### src/rtl/wim_pkg.sv
package wim_pkg;
   typedef enum logic {
      XFER_SPILL = 1'b0,
      XFER_FILL  = 1'b1
   } xfer_kind_e;
endpackage

### src/rtl/wim_rotator.sv
module wim_rotator #(
   parameter int NWIN = 8
) (
   input  logic [NWIN-1:0] wim_i,
   output logic [NWIN-1:0] ror_o,
   output logic [NWIN-1:0] rol_o
);
   for (genvar g = 0; g < NWIN; g++) begin : g_bit
      localparam int UP = (g + 1) % NWIN;
      localparam int DN = (g + NWIN - 1) % NWIN;
      assign ror_o[g] = wim_i[UP];
      assign rol_o[g] = wim_i[DN];
   end
endmodule

### src/rtl/wim_idx_calc.sv
module wim_idx_calc #(
   parameter int NWIN = 8,
   parameter int IW   = 3
) (
   input  logic [IW-1:0] cwp_i,
   output logic [IW-1:0] spill_idx_o,
   output logic [IW-1:0] fill_idx_o
);
   localparam int SW = IW + 1;
   localparam logic [SW-1:0] N_W    = SW'(NWIN);
   localparam logic [SW-1:0] BACK_2 = SW'(NWIN - 2);

   logic [SW-1:0] s_sum, f_sum;

   always_comb begin
      s_sum = {1'b0, cwp_i} + BACK_2;
      if (s_sum >= N_W) s_sum = s_sum - N_W;
      f_sum = {1'b0, cwp_i} + SW'(1);
      if (f_sum >= N_W) f_sum = '0;
      spill_idx_o = s_sum[IW-1:0];
      fill_idx_o  = f_sum[IW-1:0];
   end
endmodule

### src/rtl/wim_seq.sv
module wim_seq
   import wim_pkg::*;
#(
   parameter int NWIN = 8,
   parameter int IW   = 3
) (
   input  logic            clk,
   input  logic            rst_n,
   input  logic            ovf_i,
   input  logic            unf_i,
   input  logic            done_i,
   input  logic            we_i,
   input  logic [NWIN-1:0] wdata_i,
   input  logic [IW-1:0]   spill_idx_i,
   input  logic [IW-1:0]   fill_idx_i,
   input  logic [NWIN-1:0] ror_i,
   input  logic [NWIN-1:0] rol_i,
   output logic [NWIN-1:0] wim_o,
   output logic [IW-1:0]   idx_o,
   output logic            busy_o,
   output xfer_kind_e      kind_o
);
   logic [NWIN-1:0] wim_q;
   logic [IW-1:0]   idx_q;
   logic            busy_q;
   xfer_kind_e      kind_q;

   always_ff @(posedge clk) begin
      if (!rst_n) begin
         busy_q <= 1'b0;
         kind_q <= XFER_SPILL;
         idx_q  <= '0;
      end else if (busy_q) begin
         if (done_i) busy_q <= 1'b0;
      end else if (ovf_i) begin
         busy_q <= 1'b1;
         kind_q <= XFER_SPILL;
         idx_q  <= spill_idx_i;
      end else if (unf_i) begin
         busy_q <= 1'b1;
         kind_q <= XFER_FILL;
         idx_q  <= fill_idx_i;
      end
   end

   always_ff @(posedge clk) begin
      if (!rst_n)                wim_q <= '0;
      else if (we_i)             wim_q <= wdata_i;
      else if (busy_q && done_i) wim_q <= (kind_q == XFER_SPILL) ? ror_i : rol_i;
   end

   assign wim_o  = wim_q;
   assign idx_o  = idx_q;
   assign busy_o = busy_q;
   assign kind_o = kind_q;
endmodule

### src/rtl/wim_mgr.sv
module wim_mgr
   import wim_pkg::*;
#(
   parameter int NWIN   = 8,
   parameter int DATA_W = 32,
   localparam int IW    = (NWIN > 1) ? $clog2(NWIN) : 1
) (
   input  logic              clk,
   input  logic              rst_n,
   input  logic [IW-1:0]     cwp_i,
   input  logic              ovf_i,
   input  logic              unf_i,
   input  logic              wim_we_i,
   input  logic [DATA_W-1:0] wim_wdata_i,
   input  logic              done_i,
   output logic [DATA_W-1:0] wim_o,
   output logic [IW-1:0]     win_idx_o,
   output logic              spill_req_o,
   output logic              fill_req_o,
   output logic              busy_o
);
   // R11 parameter checks
   if (NWIN < 2 || NWIN > 32) begin : g_bad_nwin
      $error("wim_mgr: NWIN must lie in 2..32");
   end
   if (DATA_W < NWIN) begin : g_bad_dw
      $error("wim_mgr: DATA_W must be at least NWIN");
   end

   logic [NWIN-1:0] wim_w, ror_w, rol_w;
   logic [IW-1:0]   spill_idx_w, fill_idx_w;
   logic            busy_w;
   xfer_kind_e      kind_w;

   wim_idx_calc #(.NWIN(NWIN), .IW(IW)) u_idx (
      .cwp_i       (cwp_i),
      .spill_idx_o (spill_idx_w),
      .fill_idx_o  (fill_idx_w)
   );

   wim_rotator #(.NWIN(NWIN)) u_rot (
      .wim_i (wim_w),
      .ror_o (ror_w),
      .rol_o (rol_w)
   );

   wim_seq #(.NWIN(NWIN), .IW(IW)) u_seq (
      .clk         (clk),
      .rst_n       (rst_n),
      .ovf_i       (ovf_i),
      .unf_i       (unf_i),
      .done_i      (done_i),
      .we_i        (wim_we_i),
      .wdata_i     (wim_wdata_i[NWIN-1:0]),
      .spill_idx_i (spill_idx_w),
      .fill_idx_i  (fill_idx_w),
      .ror_i       (ror_w),
      .rol_i       (rol_w),
      .wim_o       (wim_w),
      .idx_o       (win_idx_o),
      .busy_o      (busy_w),
      .kind_o      (kind_w)
   );

   assign wim_o       = DATA_W'(wim_w);
   assign busy_o      = busy_w;
   assign spill_req_o = busy_w && (kind_w == XFER_SPILL);
   assign fill_req_o  = busy_w && (kind_w == XFER_FILL);
endmodule

### config.mk
export PLATFORM = sky130hd
export DESIGN_NAME = wim_mgr
export DESIGN_NICKNAME = d
export VERILOG_FILES = /design/src/rtl/wim_pkg.sv /design/src/rtl/wim_rotator.sv /design/src/rtl/wim_idx_calc.sv /design/src/rtl/wim_seq.sv /design/src/rtl/wim_mgr.sv
export SDC_FILE = /design/constraint.sdc
export NUM_CORES = 1
export LEC_CHECK = 0
export BUFFER_PORTS_ARGS = -buffer_cell sky130_fd_sc_hd__buf_4
export CORE_ASPECT_RATIO = 0.7
export CORE_MARGIN = 2
export CORE_UTILIZATION = 35
export CTS_BUF_LIST = sky130_fd_sc_hd__clkbuf_2
export CTS_CLUSTER_SIZE = 12
export DETAILED_ROUTE_END_ITERATION = 16
export GPL_TIMING_DRIVEN = 0
export PLACE_DENSITY = 0.77
export REMOVE_ABC_BUFFERS = 1
export SLEW_MARGIN = 0
export SYNTH_ARGS = -nofsm -noshare
export SYNTH_HDL_FRONTEND = slang
export SYNTH_SLANG_ARGS = --single-unit
### constraint.sdc
create_clock -name clk -period 1.28 [get_ports clk]
set_clock_uncertainty 0.2 [all_clocks]
set_input_delay 0.192 -clock clk [delete_from_list [all_inputs] [get_ports clk]]
set_output_delay 0.192 -clock clk [all_outputs]
set_load 0.01 [all_outputs]
# Yosys cells after proc, flatten, opt, wreduce, memory -nomap -nowiden
# Cells that the tools add are included.
# word_totals
reg_bits,13
output_inout_bits,38
# classes
addsub,3
order_cmp,2
muxes,13
n_bitwise,2
n_reduce_logical,6
# op_table
cell,count
8-bit two-way mux,3
3-bit two-way mux,4
4-bit greater-or-equal comparator (second input constant),2
1-bit two-way mux,6
3-bit by 1-bit adder with 4-bit output (second input constant),1
3-bit by 3-bit adder with 4-bit output (second input constant),1
2-bit nonzero test,2
1-bit logical AND,3
3-bit by 1-bit subtractor with 3-bit output (second input constant),1
1-bit NOT,2
2-bit AND reduction,1

# Logic depth before layout (Yosys ltp)
# depth
depth_word,5
depth_mapped,5
mapped_depth_nobuf,4

# Cells and area by module
# A second synthesis with hierarchy kept.
# hier_totals
cells_unflattened,129
area_unflattened_um2,1067.3
# by_module_without_submodules
module,instances,cells_per_inst,area_per_inst_um2
wim_seq,1,78,689.4
wim_mgr,1,27,200.2
wim_rotator,1,16,120.1
wim_idx_calc,1,8,57.6

# Worst setup path after synthesis
# OpenSTA, ideal clock, no wires.
# synth_path
kind,reg2reg
startpoint,register u_seq.busy_q (netlist: u_seq.busy_o)
endpoint,register u_seq.wim_q[6] (netlist: u_seq.wim_o[6])
setup_ns,0.067
arrival_ns,1.051
path_slack_ns,-0.039
path_stages_with_launch,5
period_less_slack_ns,1.319
cell_sequence,dfxtp_1 -> buf_2 -> a21oi_1 -> a211o_1 -> a21oi_2
# synth_between
elab_chain_cells,2
# synth_lines
element,line,text
start: declaration,wim_seq.sv:25,logic busy_q;
start signal: assignment,wim_seq.sv:30,busy_q <= 1'b0;
start signal: assignment,wim_seq.sv:34,if (done_i) busy_q <= 1'b0;
start signal: assignment,wim_seq.sv:36,busy_q <= 1'b1;
1-bit logical AND,wim_seq.sv:49,else if (busy_q && done_i) wim_q <= (kind_q == XFER_SPILL) ? ror_i : rol_i;
2-bit nonzero test (no line),-,
end signal: assignment,wim_seq.sv:48,else if (we_i) wim_q <= wdata_i;
end signal: assignment,wim_seq.sv:49,
end: declaration,wim_seq.sv:23,logic [NWIN-1:0] wim_q;
# No other way between the ends.
# A chain may end at the register's enable or synchronous reset.

# Worst setup path in the final report
# layout_path
startpoint,register u_seq.kind_q (netlist: u_seq.kind_o)
endpoint,register u_seq.wim_q[6] (netlist: u_seq.wim_o[6])
# layout_between
elab_chain_cells,3
# layout_lines
element,line,text
start: declaration,wim_seq.sv:26,xfer_kind_e kind_q;
start signal: assignment,wim_seq.sv:31,kind_q <= XFER_SPILL;
start signal: assignment,wim_seq.sv:37,kind_q <= XFER_SPILL;
start signal: assignment,wim_seq.sv:41,kind_q <= XFER_FILL;
8-bit two-way mux (2 in a row),wim_seq.sv:49,
8-bit two-way mux,wim_seq.sv:48,
# No other way between the ends. The select of a mux whose other input is x is not followed.

==> results.cfg <==
[placement]
place.gp.congestion = 0.8702
dpl.hpwl_mm = 1.477
place_ws_ps = -222.9
dp_cells = 165
port-buffer-count = 30
placed_area_mm2 = 0.001045

[power]
comb_power_share_pct = 34.0
vdd_drop_max_v = 0.0003232
p_leak_nw = 0.5782
p_sw_uw = 347.0
p_seq_share_pct = 44.7
intPower_uw = 709.6
swShare_pct = 32.84
pwr-share-clk_pct = 21.2
power_density_mw_per_mm2 = 850.5

[detailed_routing]
antenna_left = 0
drt_iter0_drc = 3
drc = 0
vias = 822
wl_mm = 2.067
routed_via_density = 4.516
dr.pass1.iters = 2
wl_per_cell_um = 11.36

[finish]
regArea_um2 = 267.8
fin_area_mm2 = 0.001242
final_nets = 192
multi_input_area_um2 = 534.3
fill_cells = 243
fin_cells = 182
n_antenna_cell = 0
drive_gt1_share_pct = 30.41
synthToLayoutAreaGrowth_pct = 33.47

[yosys]
syn_inst = 111
synth_top_area_share_pct = 27.96
ys_async_sr_fraction_pct = 0
yosys-top-cells-count = 24 x buf_4, 16 x a21oi_1, 13 x dfxtp_1
synth_area_leaders = dfxtp_1 28%, buf_4 19%, mux2i_1 11%, a21oi_1 8.6%, a211o_1 7.5%
synth-seq-cells = 13
syn_area_um2 = 930.9
ys_seq_area_share_pct = 27.96
synth.most_common_cell = buf_4
yosysUniqueCellTypes = 26
synth_flop_cell = dfxtp_1
synth_edf_count = 0
syn_area_per_cell_um2 = 8.386
yosys_warnings = 0
yosysTopAreaCell = dfxtp_1

[critical_path]
cpMaxStageDelayCell = dfxtp_4
timing.rr.start = u_seq.kind_o$_SDFFE_PN0P_
cp_top_family = flip-flops
cp_max_fo = 8
max_stage_delay_ps = 400
path_cells = buf_12 > mux2i_1 > a211o_1 > a21oi_2
reg2reg_depth = 4
crit_type = register to register
startpoint_type = register
required_ps = 1300
r2r-end = u_seq.wim_o[6]$_SDFFE_PN0P_
path_buf_inv = 1
critPathCaptureType = register
rrSetupSlack_ps = -40
crit_arrival_ps = 1340

[grt]
grt_pass1_wl_mm = 3.263
track_usage_pct = 13.81
grt_pass1_vias = 754
grt_max_degree = 17
antenna_found_initial = 0
grt_overflow = 0

[status]
status = complete, but fails checks
violations = negative setup slack

[sta]
grt_setup_unrepaired = yes
setup_violations = 9
maxSlewViolCount = 0
finalHoldViolations = 0
fmax_ghz = 0.7558
fin_ws_ps = -43.04
timing.final.crit_share_pct = 103.4
fin_crit_ps = 1323
tns_ps = -221.2
holdWs_ps = 43.01

[clocking]
cts_max_level = 1
cts-root-buf = clkbuf_2
cts-buffers-inserted = 3
clock-sinks = 13
clk_pin_slew_ps = 150
cts_tree = done
cts_buffer_depth = 2
clk_latency_ps = 270

[die]
rows = 15
initial_core_util_pct = 37.29
core-area_mm2 = 0.002496
dieArea_mm2 = 0.003095
die_x_um = 65.64
io_pins = 79
die_h_um = 47.15

[hold_path]
holdPathEnd = u_seq.idx_o[2]$_SDFFE_PN0P_
hold_path.startpoint = ovf_i
min-delay-path-class = input port to register
holdPathStages = 3

[run]
cap_viol_max_count = 0
## area by class of cell
| type | instances | area share (%) |
|---|---|---|
| multi-input cells | 86 | 43.00 |
| repair buffers | 43 | 29.81 |
| flip-flops and latches | 13 | 21.55 |
| well taps | 34 | 3.424 |
| clock buffers | 4 | 1.611 |
| inverters | 2 | 0.6042 |
## power groups by stage
stage | registers, mW | clock network, mW | logic [mW]
CTS | 0.472 | 0.225 | 0.352
global placement | 0.489 | 0 | 0.274
global route | 0.477 | 0.241 | 0.394
floorplan | 0.495 | 0 | 0.146
detailed placement | 0.491 | 0 | 0.285
finish | 0.472 | 0.224 | 0.360
## what timing repair did
item | CTS | global route
endpoints found under the hold margin | 11 | 0
endpoints found under the setup margin | 15 | 12
setup buffers | 2 | 0
hold buffers | 11 | 0
pin swaps | 15 | 0
resized for setup | 9 | 2
## tightest hold or removal path, cell delays in order
cell,delay (ps)
buf_4,140
nand2b_1,70
a31oi_1,80
## how the worst max path moves through the flow
stage	from	end	slack, ps	cells after the start
2_1_floorplan	u_seq.kind_o$_SDFFE_PN0P_	u_seq.wim_o[0]$_SDFFE_PN0P_	-80	3
3_3_place_gp	u_seq.kind_o$_SDFFE_PN0P_	u_seq.wim_o[3]$_SDFFE_PN0P_	-180	3
3_5_place_dp	u_seq.kind_o$_SDFFE_PN0P_	u_seq.wim_o[1]$_SDFFE_PN0P_	-220	3
4_1_cts	u_seq.kind_o$_SDFFE_PN0P_	fill_req_o	-50	2
5_1_grt	u_seq.busy_o$_SDFF_PN0_	spill_req_o	-80	2
6_report	u_seq.kind_o$_SDFFE_PN0P_	u_seq.wim_o[6]$_SDFFE_PN0P_	-40	4
## registers in the layout, summed over array words and instances, names as in the netlist
| name | count |
|---|---|
| u_seq.idx_o | 3 |
| u_seq.wim_o | 8 |
| u_seq.kind_o | 1 |
| u_seq.busy_o | 1 |
## metal layers
metal | global-route usage [%] | wire length (µm) | vias up
met2 | 26.67 | 1096 | 31
li1 | - | - | 406
met5 | 0 | 0 | -
met4 | 6.667 | 17 | 0
met1 | 14.83 | 856 | 383
met3 | 3.118 | 97 | 2
## per-stage QoR
step / total power, mW / util, %
finish: 1.057 / 49.77
global route: 1.112 / 49.77
CTS: 1.049 / 49.42
detailed placement: 0.7758 / 41.85
global placement: 0.7636 / 41.85
floorplan: 0.6414 / -
## cells by family after synthesis
kind of cell	share of synthesized area, %
DFF	27.96
AOI/OAI and AO/OA	21.77
other	0.4028
adders and majority gates	2.688
muxes	10.75
xor gates and xnor gates	0.9410
and+or+nand+nor	8.872
buffers and inverters	26.61
## cell usage in the layout (no fill, tap or decap)
cell type	netlist	final
buf_4	24	29
mux2i_1	10	10
conb_1	1	24
clkbuf_2	1	4
nand2b_1	1	1
ha_1	2	2
a21oi_1	16	15
o21ai_0	1	1
a31oi_1	1	1
nor2b_4	0	1
dfxtp_4	0	2
nor2_1	3	3
dlygate4sd3_1	0	11
xnor2_1	1	1
buf_12	0	1
o211ai_1	1	1
inv_1	2	2
a211oi_1	2	1
o21ba_4	0	1
a21oi_2	1	2
buf_6	3	2
and2_4	1	2
a211o_1	8	8
a211oi_2	0	1
nand2_1	9	9
nor3_1	2	2
dfxtp_1	13	11
No activity file was read; power rests on OpenSTA's default activity.
